[src/rtl/bef_pkg.sv]
// Package: shared constants for the bus error and parity flag unit.
// Assumes: two access sources (processor, DMA), each owning a nibble of
// the flag register with parity, write-error and read-error bits.
package bef_pkg;
    localparam int SRC_N      = 2;              // processor, DMA
    localparam int GRP_STRIDE = 4;              // bits per source group
    localparam int FLAG_W     = GRP_STRIDE * (SRC_N - 1) + 3;
    localparam int OFS_PAR    = 0;              // parity read error
    localparam int OFS_WR     = 1;              // write bus error
    localparam int OFS_RD     = 2;              // read bus error
    localparam int SRC_CPU    = 0;
    localparam int SRC_DMA    = 1;
    localparam int PAR_OK_IDX = 0;

    // Error events of a single cycle, before routing by source
    typedef struct packed {
        logic rd_bus;
        logic wr_bus;
        logic parity;
    } err_evt_t;

    // Mask of implemented flag bits (reserved bits stay zero)
    function automatic logic [FLAG_W-1:0] valid_mask();
        logic [FLAG_W-1:0] m;
        m = '0;
        for (int s = 0; s < SRC_N; s++) begin
            m[s*GRP_STRIDE + OFS_PAR] = 1'b1;
            m[s*GRP_STRIDE + OFS_WR]  = 1'b1;
            m[s*GRP_STRIDE + OFS_RD]  = 1'b1;
        end
        return m;
    endfunction
endpackage

[src/rtl/bef_parity_check.sv]
// Module: byte-lane parity checker.
// Checks each lane of read data with its parity bit under the selected
// convention. Purely combinational; an error is flagged only on a
// completed read while checking is enabled.
module bef_parity_check #(
    parameter int DATA_W = 32,
    parameter int LANE_W = 8,
    localparam int LANES = DATA_W / LANE_W
) (
    input  logic              chk_valid,
    input  logic              chk_en,
    input  logic              even_sel,
    input  logic [DATA_W-1:0] data,
    input  logic [LANES-1:0]  par,
    output logic [LANES-1:0]  lane_bad,
    output logic              any_bad
);
    logic [LANES-1:0] lane_xor;

    generate
        for (genvar g = 0; g < LANES; g++) begin : g_lane
            // Fold one lane and its parity bit into a single xor bit
            always_comb begin
                lane_xor[g] = (^data[g*LANE_W +: LANE_W]) ^ par[g];
            end
            // Odd rule wants xor=1, even rule wants xor=0
            always_comb begin
                lane_bad[g] = chk_valid && chk_en && (lane_xor[g] == even_sel);
            end
        end
    endgenerate

    // Any failing lane marks the read as a parity error
    always_comb begin
        any_bad = |lane_bad;
    end
endmodule

[src/rtl/bef_event_route.sv]
// Module: routes the events of one cycle to flag-set bits by source.
// Assumes the source select is valid whenever any event is present.
module bef_event_route
    import bef_pkg::*;
(
    input  logic              src_dma,
    input  err_evt_t          evt,
    output logic [FLAG_W-1:0] set_vec
);
    logic [SRC_N-1:0] src_hit;

    // Decode the source into a one-hot hit vector
    always_comb begin
        src_hit          = '0;
        src_hit[SRC_CPU] = !src_dma;
        src_hit[SRC_DMA] = src_dma;
    end

    generate
        for (genvar s = 0; s < SRC_N; s++) begin : g_src
            // Place each event into the group of its source
            always_comb begin
                set_vec[s*GRP_STRIDE + OFS_PAR] = src_hit[s] && evt.parity;
                set_vec[s*GRP_STRIDE + OFS_WR]  = src_hit[s] && evt.wr_bus;
                set_vec[s*GRP_STRIDE + OFS_RD]  = src_hit[s] && evt.rd_bus;
            end
        end
        for (genvar r = 0; r < SRC_N - 1; r++) begin : g_rsv
            // Gap bit between groups is reserved and never set
            always_comb begin
                set_vec[r*GRP_STRIDE + 3] = 1'b0;
            end
        end
    endgenerate
endmodule

[src/rtl/bef_flag_reg.sv]
// Module: sticky flag register with clear-by-zero software writes.
// A hardware set in the same cycle as a software clear wins. Bits
// outside VALID_MASK are held at zero.
module bef_flag_reg #(
    parameter int               FLAG_W     = 7,
    parameter logic [FLAG_W-1:0] VALID_MASK = '1
) (
    input  logic              clk,
    input  logic              rst_n,
    input  logic [FLAG_W-1:0] set_vec,
    input  logic              clr_we,
    input  logic [FLAG_W-1:0] keep_mask,
    output logic [FLAG_W-1:0] flags
);
    logic [FLAG_W-1:0] kept;
    logic [FLAG_W-1:0] flags_nx;

    // Apply the software clear: zeros in the write data drop flags
    always_comb begin
        kept = clr_we ? (flags & keep_mask) : flags;
    end

    // Merge hardware sets after the clear so a set wins
    always_comb begin
        flags_nx = (kept | set_vec) & VALID_MASK;
    end

    // Hold the flags, cleared by synchronous reset
    always_ff @(posedge clk) begin
        if (!rst_n) flags <= '0;
        else        flags <= flags_nx;
    end
endmodule

[src/rtl/bus_err_flag_unit.sv]
// Module: top of the bus error and parity flag unit.
// Collects read/write bus errors and read parity errors per source into
// a sticky register, exposes it on a simple read/clear port, and raises
// a one-cycle report when a processor read completes while a processor
// write error is pending and reporting is enabled.
module bus_err_flag_unit
    import bef_pkg::*;
#(
    parameter int DATA_W = 32,
    parameter int LANE_W = 8,
    parameter int REG_W  = 32,
    localparam int LANES = DATA_W / LANE_W
) (
    input  logic              clk,
    input  logic              rst_n,
    input  logic              src_dma,
    input  logic              rd_done,
    input  logic [DATA_W-1:0] rd_data,
    input  logic [LANES-1:0]  rd_par,
    input  logic              par_en,
    input  logic              par_even,
    input  logic              rd_err_stb,
    input  logic              wr_err_stb,
    input  logic              wr_rpt_en,
    input  logic              flag_wr,
    input  logic [REG_W-1:0]  flag_wdata,
    output logic [REG_W-1:0]  flag_rdata,
    output logic              err_pending,
    output logic              wr_err_report
);
    localparam logic [FLAG_W-1:0] VMASK = valid_mask();

    logic [LANES-1:0]  lane_bad;
    logic              par_bad;
    err_evt_t          evt;
    logic [FLAG_W-1:0] set_vec;
    logic [FLAG_W-1:0] flags;
    logic              rpt_hit;

    bef_parity_check #(
        .DATA_W (DATA_W),
        .LANE_W (LANE_W)
    ) u_par (
        .chk_valid (rd_done),
        .chk_en    (par_en),
        .even_sel  (par_even),
        .data      (rd_data),
        .par       (rd_par),
        .lane_bad  (lane_bad),
        .any_bad   (par_bad)
    );

    // Bundle the events of this cycle
    always_comb begin
        evt.parity = par_bad;
        evt.wr_bus = wr_err_stb;
        evt.rd_bus = rd_err_stb;
    end

    bef_event_route u_route (
        .src_dma (src_dma),
        .evt     (evt),
        .set_vec (set_vec)
    );

    bef_flag_reg #(
        .FLAG_W     (FLAG_W),
        .VALID_MASK (VMASK)
    ) u_flags (
        .clk       (clk),
        .rst_n     (rst_n),
        .set_vec   (set_vec),
        .clr_we    (flag_wr),
        .keep_mask (flag_wdata[FLAG_W-1:0]),
        .flags     (flags)
    );

    // Processor read finishing while its write error is already pending
    always_comb begin
        rpt_hit = rd_done && !src_dma && wr_rpt_en
                  && flags[SRC_CPU*GRP_STRIDE + OFS_WR];
    end

    // Register the report as a one-cycle pulse
    always_ff @(posedge clk) begin
        if (!rst_n) wr_err_report <= 1'b0;
        else        wr_err_report <= rpt_hit;
    end

    // Zero-extend the flags onto the read port
    always_comb begin
        flag_rdata             = '0;
        flag_rdata[FLAG_W-1:0] = flags;
    end

    // Summarise all flags into one pending line
    always_comb begin
        err_pending = |flags;
    end
endmodule

[config.mk]
export PLATFORM = sky130hd
export DESIGN_NAME = bus_err_flag_unit
export DESIGN_NICKNAME = d
export VERILOG_FILES = /design/src/rtl/bef_pkg.sv /design/src/rtl/bef_parity_check.sv /design/src/rtl/bef_event_route.sv /design/src/rtl/bef_flag_reg.sv /design/src/rtl/bus_err_flag_unit.sv
export SDC_FILE = /design/constraint.sdc
export NUM_CORES = 1
export LEC_CHECK = 0
export BUFFER_PORTS_ARGS = -buffer_cell sky130_fd_sc_hd__buf_2
export CORE_ASPECT_RATIO = 0.8
export CORE_MARGIN = 5
export CORE_UTILIZATION = 31
export DETAILED_ROUTE_END_ITERATION = 8
export PLACE_DENSITY = 0.87
export SLEW_MARGIN = 10
export SYNTH_ARGS = -nofsm -noshare
export SYNTH_HDL_FRONTEND = slang
export SYNTH_SLANG_ARGS = --single-unit
[constraint.sdc]
create_clock -name clk -period 1.6 [get_ports clk]
set_input_delay 0.24 -clock clk [delete_from_list [all_inputs] [get_ports clk]]
set_output_delay 0.24 -clock clk [all_outputs]
set_load 0.02 [all_outputs]
# After elaboration in Yosys (flattened, before gate mapping)
# Index checks and enable logic that the tools add are counted.
[word_totals] regBits=8 latchBits=0 mem_bits_rw=0 mem_bits_ro=0 elab_cells=35 n_memories=0
[classes] addsub=0 mul=0 n_div=0 n_lt_le_gt_ge=0 eq_ne=4 shift=0 n_mux=1 bitwise_logic=6 reduce_logical=21
[ops] cell="$reduce_xor A8 Y1" count=4
[ops] cell="$logic_and A1 B1 Y1" count=14
[ops] cell="$and A7 B7 Y7" count=1
[ops] cell="$mux W7" count=1
[ops] cell="$or A7 B7 Y7" count=1
[ops] cell="$reduce_or A7 Y1" count=1
[ops] cell="$eq A1 B1 Y1" count=4
[ops] cell="$reduce_or A4 Y1" count=1
[ops] cell="$xor A1 B1 Y1" count=4
[ops] cell="$logic_not A1 Y1" count=1

# Longest topological paths before layout
# Gate-level depths: netlist of run 1.
[depth] depth_word=7 ltp_mapped=7 ltp_nobuf=6

# Hierarchy
# Synthesis of run 1 repeated with hierarchy kept, for this count alone.
[hier_totals] cells_unflattened=108 hier_area_um2=974.7
[modules_own_cells] module="bef_parity_check" instances=1 cells_each=42 area_each_um2=425.4
[modules_own_cells] module="bef_flag_reg" instances=1 cells_each=26 area_each_um2=251.5
[modules_own_cells] module="bus_err_flag_unit" instances=1 cells_each=32 area_each_um2=249.0
[modules_own_cells] module="bef_event_route" instances=1 cells_each=8 area_each_um2=48.8

# Worst setup path before layout of run 1
# Ideal clock, no wire load.
[synth_timing] kind="input to register" startpoint="input par_even" endpoint="register u_flags.flags[0]" setup_ns=0.125 arrival_time_ns=1.568 path_slack_ns=-0.093 cell_stages=7 path_buffers=1 path_cell_list="buf_2 xnor2_1 xnor3_1 xnor2_1 nand4bb_1 nor4_2 o21ai_1"
[synth_via] elab_chain_cells=5 word_cells_on_any_way=11
[synth_lines] item="start: declaration" line="bus_err_flag_unit.sv:21" rtl="input logic par_even,"
[synth_lines] item="$eq A1 B1 Y1" line="bef_parity_check.sv:28" rtl="lane_bad[g] = chk_valid && chk_en && (lane_xor[g] == even_sel);"
[synth_lines] item="$logic_and A1 B1 Y1" line="bef_parity_check.sv:28"
[synth_lines] item="$reduce_or A4 Y1 *" line="bef_parity_check.sv:35" rtl="any_bad = |lane_bad;"
[synth_lines] item="$logic_and A1 B1 Y1 *" line="bef_event_route.sv:23" rtl="set_vec[s*GRP_STRIDE + OFS_PAR] = src_hit[s] && evt.parity;"
[synth_lines] item="$or A7 B7 Y7 *" line="bef_flag_reg.sv:25" rtl="flags_nx = (kept | set_vec) & VALID_MASK;"
[synth_lines] item="end signal: assignment" line="bef_flag_reg.sv:31" rtl="else flags <= flags_nx;"
[synth_lines] item="end: declaration" line="bef_flag_reg.sv:13" rtl="output logic [FLAG_W-1:0] flags"
# Mark *: on every way between the ends. The rest lies on a longest branch, timed or not.
# A chain may end at the register's enable or synchronous reset.

# Worst setup path after layout of run 1
[layout_timing] startpoint="input rd_par[2]" endpoint="register u_flags.flags[4]"
[layout_via] elab_chain_cells=6
[layout_lines] item="start: declaration" line="bus_err_flag_unit.sv:19" rtl="input logic [LANES-1:0] rd_par,"
[layout_lines] item="$xor A1 B1 Y1" line="bef_parity_check.sv:24" rtl="lane_xor[g] = (^data[g*LANE_W +: LANE_W]) ^ par[g];"
[layout_lines] item="$eq A1 B1 Y1" line="bef_parity_check.sv:28"
[layout_lines] item="$logic_and A1 B1 Y1" line="bef_parity_check.sv:28"
[layout_lines] item="$reduce_or A4 Y1" line="bef_parity_check.sv:35"
[layout_lines] item="$logic_and A1 B1 Y1" line="bef_event_route.sv:23"
[layout_lines] item="$or A7 B7 Y7" line="bef_flag_reg.sv:25"
# No other way between the ends.

==> impl_metrics.env, run 1 <==
export IMPL_outcome="finished, violations left"
export IMPL_violations_in_the_final_reports="negative setup slack"
export IMPL_ctsLongestPathBuffers=2
export IMPL_timing_final_setup_violations=2
export IMPL_sw_frac_of_total_pct=35.51
export IMPL_core_um2=3108
export IMPL_total_power_mw=1.073
export IMPL_ys_ff_latch=7
export IMPL_worst_setup_path_end_kind="register"
export IMPL_area_fraction_in_compound_gates_after_synthesis_pct=11.08
export IMPL_synthXorXnorAreaFrac_pct=38.23
export IMPL_gr_total_overflow=0
export IMPL_grt_met2_usage_pct=19.07
export IMPL_worstHoldEndpoint="u_flags.flags[0]$_SDFF_PN0_"
export IMPL_place_ws_ns=-0.2448
export IMPL_yosys_cell_types_count=32
export IMPL_syn_to_final_growth_pct=48.94
export IMPL_drcViolationCount=0
export IMPL_synthTopCellsByArea="sky130_fd_sc_hd__buf_4, sky130_fd_sc_hd__xnor2_1, sky130_fd_sc_hd__dfxtp_1, sky130_fd_sc_hd__xnor3_1, sky130_fd_sc_hd__xor2_1"
export IMPL_syn_area_um2=1005
export IMPL_critPathKind="in -> reg"
export IMPL_grt_max_degree=10
export IMPL_rrSetupSlack_ns=0.81
export IMPL_grt_pass1_wl_um=3450
export IMPL_count_of_standard_cell_rows=18
export IMPL_post_synth_and_or_nand_nor_area_fraction_pct=13.33
export IMPL_multiplexer_share_of_the_synthesized_area_pct=1.993
export IMPL_rr_startpoint="u_flags.flags[1]$_SDFF_PN0_"
export IMPL_holdCritPathClass="in -> reg"
export IMPL_share_clk_of_total_power_pct=23.3
export IMPL_finalSetupTns_ns=-0.03264
export IMPL_timing_critical_path_from_type="input port"
export IMPL_number_of_antenna_violations_at_the_first_check_in_global_routing=0
export IMPL_whs_path_depth=3
export IMPL_cp_data_arrival_time_ns=1.73
export IMPL_chipWidth_um=73.65
export IMPL_clock_network_latency_to_the_later_pin_of_the_worst_skew_pair_ns=0.22
export IMPL_wire_per_inst_um=11.57
export IMPL_synth_top_family_by_area="XOR/XNOR gates"
export IMPL_seq_power_share_pct=18.0
export IMPL_n_fill_cell=314
export IMPL_fin_worst_skew_ns=0.00001364
export IMPL_drt_pass1_iterations=4
export IMPL_drtAntennaViolNets=0
export IMPL_timing_hold_worst_start="flag_wdata[0]"
export IMPL_route_vias_total=926
export IMPL_initial_utilization_pct=32.33
export IMPL_ir_drop_uv=317.4
export IMPL_port_buffer_count=59
export IMPL_final_layout_size_suffix_gt1_share_pct=48.91
export IMPL_worst_r2r_cell_count=2
export IMPL_ff_latch_area_um2=140.1
export IMPL_dp_final_hpwl_um=2186
export IMPL_post_layout_utilization_of_the_core_pct=48.15
export IMPL_wirelength_um=2592
export IMPL_worstPathRequired_ns=1.71
export IMPL_floorplan_die_area_um2=4487
export IMPL_cts_root_buf="sky130_fd_sc_hd__clkbuf_8"
export IMPL_clock_buffers_created_by_tritoncts=3
export IMPL_final_max_slew_violation_count=0
export IMPL_power_density_nw_per_um2=716.9
export IMPL_ys_seq_area_share_pct=13.95
export IMPL_tritoncts="built"
export IMPL_grtUsageMet3_pct=2.318
export IMPL_rsz0062_at_grt="true"
export IMPL_total_area_of_multi_input_combinational_cells_um2=844.6
export IMPL_final_period_minus_worst_setup_slack_ns=1.619
export IMPL_setup_slack_ns=-0.01905
export IMPL_finalCritPeriodShare_pct=101.2
export IMPL_power_static_leakage_nw=0.7648
export IMPL_io_pins=112
export IMPL_post_synth_inst_count=110
export IMPL_gp_routability_congestion=0.8719
export IMPL_cell_internal_pwr_uw=691.9
export IMPL_grt_use_met1_pct=10.48
export IMPL_critical_path_max_fanout=2
export IMPL_fmax_ghz=0.6176
export IMPL_num_nets_final=263
export IMPL_post_synth_fa_ha_maj_area_fraction_pct=0
export IMPL_cts_num_sinks=7
export IMPL_globalRouteTotalUtil_pct=9.951
export IMPL_detail_route_vias_per_cell=4.134
export IMPL_clkSlewWorstSetupHoldPaths_ns=0.04
export IMPL_antenna_cells_inserted=0
export IMPL_die_h_um=60.92
export IMPL_hold_viol=0
export IMPL_maxCapViolCount=0
export IMPL_vias_in_the_first_global_route=825
export IMPL_synthDominantAreaCellType="sky130_fd_sc_hd__buf_4"
export IMPL_cts_htree_levels=1
export IMPL_timing_rr_end="wr_err_report$_SDFF_PN0_"
export IMPL_post_synthesis_mean_instance_area_um2=9.134
export IMPL_combinationalPowerShare_pct=58.7
export IMPL_global_route_peak_usage_layer="met2"
export IMPL_yosys_warnings=0
export IMPL_synth_top_cell_area_share_pct=19.43
export IMPL_dr_first_iter_drc_count=16
export IMPL_switchingPower_uw=380.9
layer usage:
| metal | share of wire [%] | wire (um) |
|---|---|---|
| met1 | 32 | 819 |
| met2 | 59 | 1522 |
| met3 | 8.9 | 231 |
| met4 | 0.73 | 19 |
| met5 | 0 | 0 |
cell usage in the layout (no fill, tap or decap), types with 2 or more instances in the layout:
cell	count
sky130_fd_sc_hd__nand2_1	3
sky130_fd_sc_hd__dfxtp_1	7
sky130_fd_sc_hd__clkbuf_8	3
sky130_fd_sc_hd__buf_4	13
sky130_fd_sc_hd__xnor2_2	5
sky130_fd_sc_hd__buf_2	57
sky130_fd_sc_hd__xor2_1	5
sky130_fd_sc_hd__o21ai_0	4
sky130_fd_sc_hd__o211ai_1	2
sky130_fd_sc_hd__mux2i_1	2
sky130_fd_sc_hd__nand2b_1	3
sky130_fd_sc_hd__xnor3_1	5
sky130_fd_sc_hd__a31oi_1	2
sky130_fd_sc_hd__nand4_1	2
sky130_fd_sc_hd__conb_1	26
sky130_fd_sc_hd__inv_1	3
sky130_fd_sc_hd__buf_6	2
sky130_fd_sc_hd__xnor2_1	15
sky130_fd_sc_hd__xor2_2	2
sky130_fd_sc_hd__o21ai_1	2
sky130_fd_sc_hd__a21boi_0	4
synthesized netlist by cell type, drive strengths merged:
library cell,instances
nor3b,2
buf,27
nand2,3
conb,1
a31oi,2
nand4b,1
xnor2,21
nand2b,3
nor4,2
dfxtp,7
nand3,1
xor2,7
o22ai,1
inv,3
or4b,1
o211ai,2
nand4bb,1
xnor3,5
nand4,2
nor2,1
a221oi,1
a21boi,4
o21ai,6
a32oi,1
or2,1
nor2b,2
mux2i,2
worst max path at each step:
stage / startpoint / to / slack [ns] / cells after the start
6_report: rd_par[2] / u_flags.flags[4]$_SDFF_PN0_ / -0.02 / 7
3_5_place_dp: rd_data[27] / u_flags.flags[4]$_SDFF_PN0_ / -0.24 / 7
3_3_place_gp: rd_data[27] / u_flags.flags[0]$_SDFF_PN0_ / -0.18 / 7
4_1_cts: rd_data[25] / u_flags.flags[4]$_SDFF_PN0_ / 0.02 / 7
5_1_grt: rd_par[2] / u_flags.flags[4]$_SDFF_PN0_ / -0.11 / 7
2_1_floorplan: rd_data[11] / u_flags.flags[0]$_SDFF_PN0_ / 0.02 / 6
power groups by stage:
| stage | clock network [mW] | registers [mW] | logic (mW) |
|---|---|---|---|
| after floorplan | 0 | 0.207 | 0.398 |
| after global placement | 0 | 0.196 | 0.522 |
| after detailed placement | 0 | 0.196 | 0.536 |
| after CTS | 0.257 | 0.193 | 0.545 |
| after global routing | 0.268 | 0.194 | 0.679 |
| final | 0.250 | 0.193 | 0.629 |
through the flow:
stage	area (um^2)	hold slack (ns)	cells
floorplan	1127	0.3158	135
global placement	1355	0.4859	218
global route	1496	0.2871	224
finish	1496	0.2682	224
CTS	1410	0.2670	223
detailed placement	1355	0.4982	218
registers in the layout, indices dropped and copies added, names as in the netlist:
signal / cells
u_flags.flags: 6
wr_err_report: 1
area by class of cell:
cell class	instances	share of cell area (%)
clock buffer	4	3.010
inverter	3	0.7525
multi-input combinational	98	56.44
sequential	7	9.364
tap	40	3.344
timing repair buffer	72	27.09
cell families (layout without fill, tap and decap cells):
family	count (synthesis)	after routing
XOR/XNOR	33	33
buffers and inverters	30	79
AND/OR/NAND/NOR	20	20
AO/OA/AOI/OAI	17	17
flip-flops	7	7
multiplexers	2	2
other	1	26
critical path, cell delays in order:
cell                        delay [ns]
sky130_fd_sc_hd__buf_6            0.10
sky130_fd_sc_hd__xor2_2           0.16
sky130_fd_sc_hd__xnor3_1          0.45
sky130_fd_sc_hd__nor3b_2          0.17
sky130_fd_sc_hd__nand4bb_4        0.20
sky130_fd_sc_hd__nor4_4           0.30
sky130_fd_sc_hd__o21ai_1          0.11
what timing repair did:
| action | 4_1_cts | 5_1_grt |
|---|---|---|
| pin swaps | 2 | 9 |
| endpoints found under the setup margin | 2 | 2 |
| hold buffers | 0 | 0 |
| resized for setup | 1 | 10 |
| buffers inserted | 1 | 1 |
| endpoints found under the hold margin | 0 | 0 |
Note: power is estimated with default switching activity, not from simulation.
==> inputs of run 2 (changes only) <==
--- a/config.mk
+++ b/config.mk
@@ -11,6 +11,7 @@
 export CORE_UTILIZATION = 31
 export DETAILED_ROUTE_END_ITERATION = 8
 export PLACE_DENSITY = 0.87
+export RECOVER_POWER = 50
 export SLEW_MARGIN = 10
 export SYNTH_ARGS = -nofsm -noshare
 export SYNTH_HDL_FRONTEND = slang
==> impl_metrics.env, run 2 (synthesized netlist as in run 1, its figures left out) <==
export IMPL_clock_buffers_created_by_tritoncts=3
export IMPL_combinationalPowerShare_pct=58.7
export IMPL_cell_internal_pwr_uw=691.8
export IMPL_clock_network_latency_to_the_later_pin_of_the_worst_skew_pair_ns=0.22
export IMPL_biggestRegsByFlops="u_flags.flags x6, wr_err_report x1"
export IMPL_fmax_ghz=0.6176
export IMPL_layout_cells_most_common_list="sky130_fd_sc_hd__buf_2, sky130_fd_sc_hd__conb_1, sky130_fd_sc_hd__xnor2_1, sky130_fd_sc_hd__buf_4, sky130_fd_sc_hd__dfxtp_1"
export IMPL_rr_startpoint="u_flags.flags[1]$_SDFF_PN0_"
export IMPL_ir_drop_uv=317.3
export IMPL_seq_power_share_pct=18.0
export IMPL_antenna_cells_inserted=0
export IMPL_number_of_antenna_violations_at_the_first_check_in_global_routing=0
export IMPL_io_pins=112
export IMPL_layoutNonFillerInstCount=224
export IMPL_floorplan_die_area_um2=4487
export IMPL_timing_critical_path_from_type="input port"
export IMPL_dr_first_iter_drc_count=16
export IMPL_timing_final_setup_violations=2
export IMPL_final_layout_size_suffix_gt1_share_pct=48.37
export IMPL_maxCapViolCount=0
export IMPL_worst_setup_path_end_kind="register"
export IMPL_critPathKind="in -> reg"
export IMPL_gp_routability_congestion=0.8719
export IMPL_total_power_mw=1.073
export IMPL_detail_route_vias_per_cell=4.134
export IMPL_wirelength_um=2594
export IMPL_tritoncts="built"
export IMPL_route_vias_total=926
export IMPL_dp_final_hpwl_um=2186
export IMPL_worstPathRequired_ns=1.71
export IMPL_core_um2=3108
export IMPL_grt_max_degree=10
export IMPL_syn_to_final_growth_pct=48.82
export IMPL_final_period_minus_worst_setup_slack_ns=1.619
export IMPL_grt_pass1_wl_um=3450
export IMPL_gr_total_overflow=0
export IMPL_cts_num_sinks=7
export IMPL_timing_hold_worst_start="flag_wdata[0]"
export IMPL_final_cell_area_um2=1495
export IMPL_cts_root_buf="sky130_fd_sc_hd__clkbuf_8"
export IMPL_drt_pass1_iterations=4
export IMPL_chipWidth_um=73.65
export IMPL_initial_utilization_pct=32.33
export IMPL_globalRouteTotalUtil_pct=9.951
export IMPL_setup_slack_ns=-0.01908
export IMPL_outcome="finished, violations left"
export IMPL_drtAntennaViolNets=0
export IMPL_final_max_slew_violation_count=0
export IMPL_flip_flop_count_of_the_largest_register_after_layout=6
export IMPL_num_nets_final=263
export IMPL_sw_frac_of_total_pct=35.51
export IMPL_whs_path_depth=3
export IMPL_vias_in_the_first_global_route=825
export IMPL_largest_register="u_flags.flags"
export IMPL_hold_viol=0
export IMPL_placedCellCount=218
export IMPL_holdCritPathClass="in -> reg"
export IMPL_critical_path_max_fanout=2
export IMPL_switchingPower_uw=380.9
export IMPL_finalCritPeriodShare_pct=101.2
export IMPL_clkSlewWorstSetupHoldPaths_ns=0.04
export IMPL_place_ws_ns=-0.2448
export IMPL_wire_per_inst_um=11.58
export IMPL_share_clk_of_total_power_pct=23.3
export IMPL_mostFrequentLayoutCell="sky130_fd_sc_hd__buf_2"
export IMPL_power_static_leakage_nw=0.7605
export IMPL_ctsLongestPathBuffers=2
export IMPL_dpl_cell_area_um2=1355
export IMPL_cts_htree_levels=1
export IMPL_rrSetupSlack_ns=0.81
export IMPL_post_cts_hold_buffer_count=0
export IMPL_power_density_nw_per_um2=717.4
export IMPL_drcViolationCount=0
export IMPL_worstHoldEndpoint="u_flags.flags[0]$_SDFF_PN0_"
export IMPL_fin_worst_skew_ns=0.00001366
export IMPL_cp_data_arrival_time_ns=1.73
export IMPL_violations_in_the_final_reports="negative setup slack"
export IMPL_timing_rr_end="wr_err_report$_SDFF_PN0_"
export IMPL_worst_r2r_cell_count=2
export IMPL_die_h_um=60.92
export IMPL_port_buffer_count=59
export IMPL_rsz0062_at_grt="true"
export IMPL_count_of_standard_cell_rows=18
[run 2: cell count changes in the layout (fill, tap and decap cells not counted), sizes merged]
cell    change
clkbuf      +1
buf         -1
[run 2: metrics by stage]
stage	TNS [ns]	hold WS (ns)	util (%)
global placement	-0.3523	0.4859	43.60
floorplan	0	0.3158	-
finish	-0.03270	0.2682	48.11
global route	-0.2144	0.2871	48.11
CTS	0	0.2670	45.37
detailed placement	-0.4831	0.4982	43.60
[run 2: final cells by class]
type                       count  area, um^2
inverter                       3       11.26
clock buffer                   4       45.04
fill                         313        1613
timing repair buffer          72       404.1
multi-input combinational     98       844.6
tap                           40       50.05
sequential                     7       140.1
[run 2: metal layers]
| layer | GRT usage (%) | vias up | wire [um] |
|---|---|---|---|
| li1 | - | 468 | - |
| met5 | 0 | - | 0 |
| met3 | 2.318 | 2 | 231 |
| met4 | 4.134 | 0 | 19 |
| met2 | 19.07 | 33 | 1522 |
| met1 | 10.48 | 423 | 821 |
[run 2: repair_timing]
action | CTS | global route
pin swaps | 2 | 9
buffers inserted | 1 | 1
setup endpoints to repair | 2 | 2
gates resized for setup | 1 | 10
[run 2: power groups by stage]
stage	Sequential (mW)	Clock (mW)	Combinational, mW
after floorplan	0.207	0	0.398
after global placement	0.196	0	0.522
after detailed placement	0.196	0	0.536
after CTS	0.193	0.257	0.545
after global routing	0.194	0.268	0.679
final	0.193	0.250	0.629
[run 2: worst max-delay path by stage]
stage | startpoint | to
2_1_floorplan | rd_data[11] | u_flags.flags[0]$_SDFF_PN0_
3_3_place_gp | rd_data[27] | u_flags.flags[0]$_SDFF_PN0_
3_5_place_dp | rd_data[27] | u_flags.flags[4]$_SDFF_PN0_
4_1_cts | rd_data[25] | u_flags.flags[4]$_SDFF_PN0_
5_1_grt | rd_par[2] | u_flags.flags[4]$_SDFF_PN0_
6_report | rd_par[2] | u_flags.flags[4]$_SDFF_PN0_
[run 2: critical path, stage by stage]
cell	delay, ns
sky130_fd_sc_hd__buf_6	0.10
sky130_fd_sc_hd__xor2_2	0.16
sky130_fd_sc_hd__xnor3_1	0.45
sky130_fd_sc_hd__nor3b_2	0.17
sky130_fd_sc_hd__nand4bb_4	0.20
sky130_fd_sc_hd__nor4_4	0.30
sky130_fd_sc_hd__o21ai_1	0.11
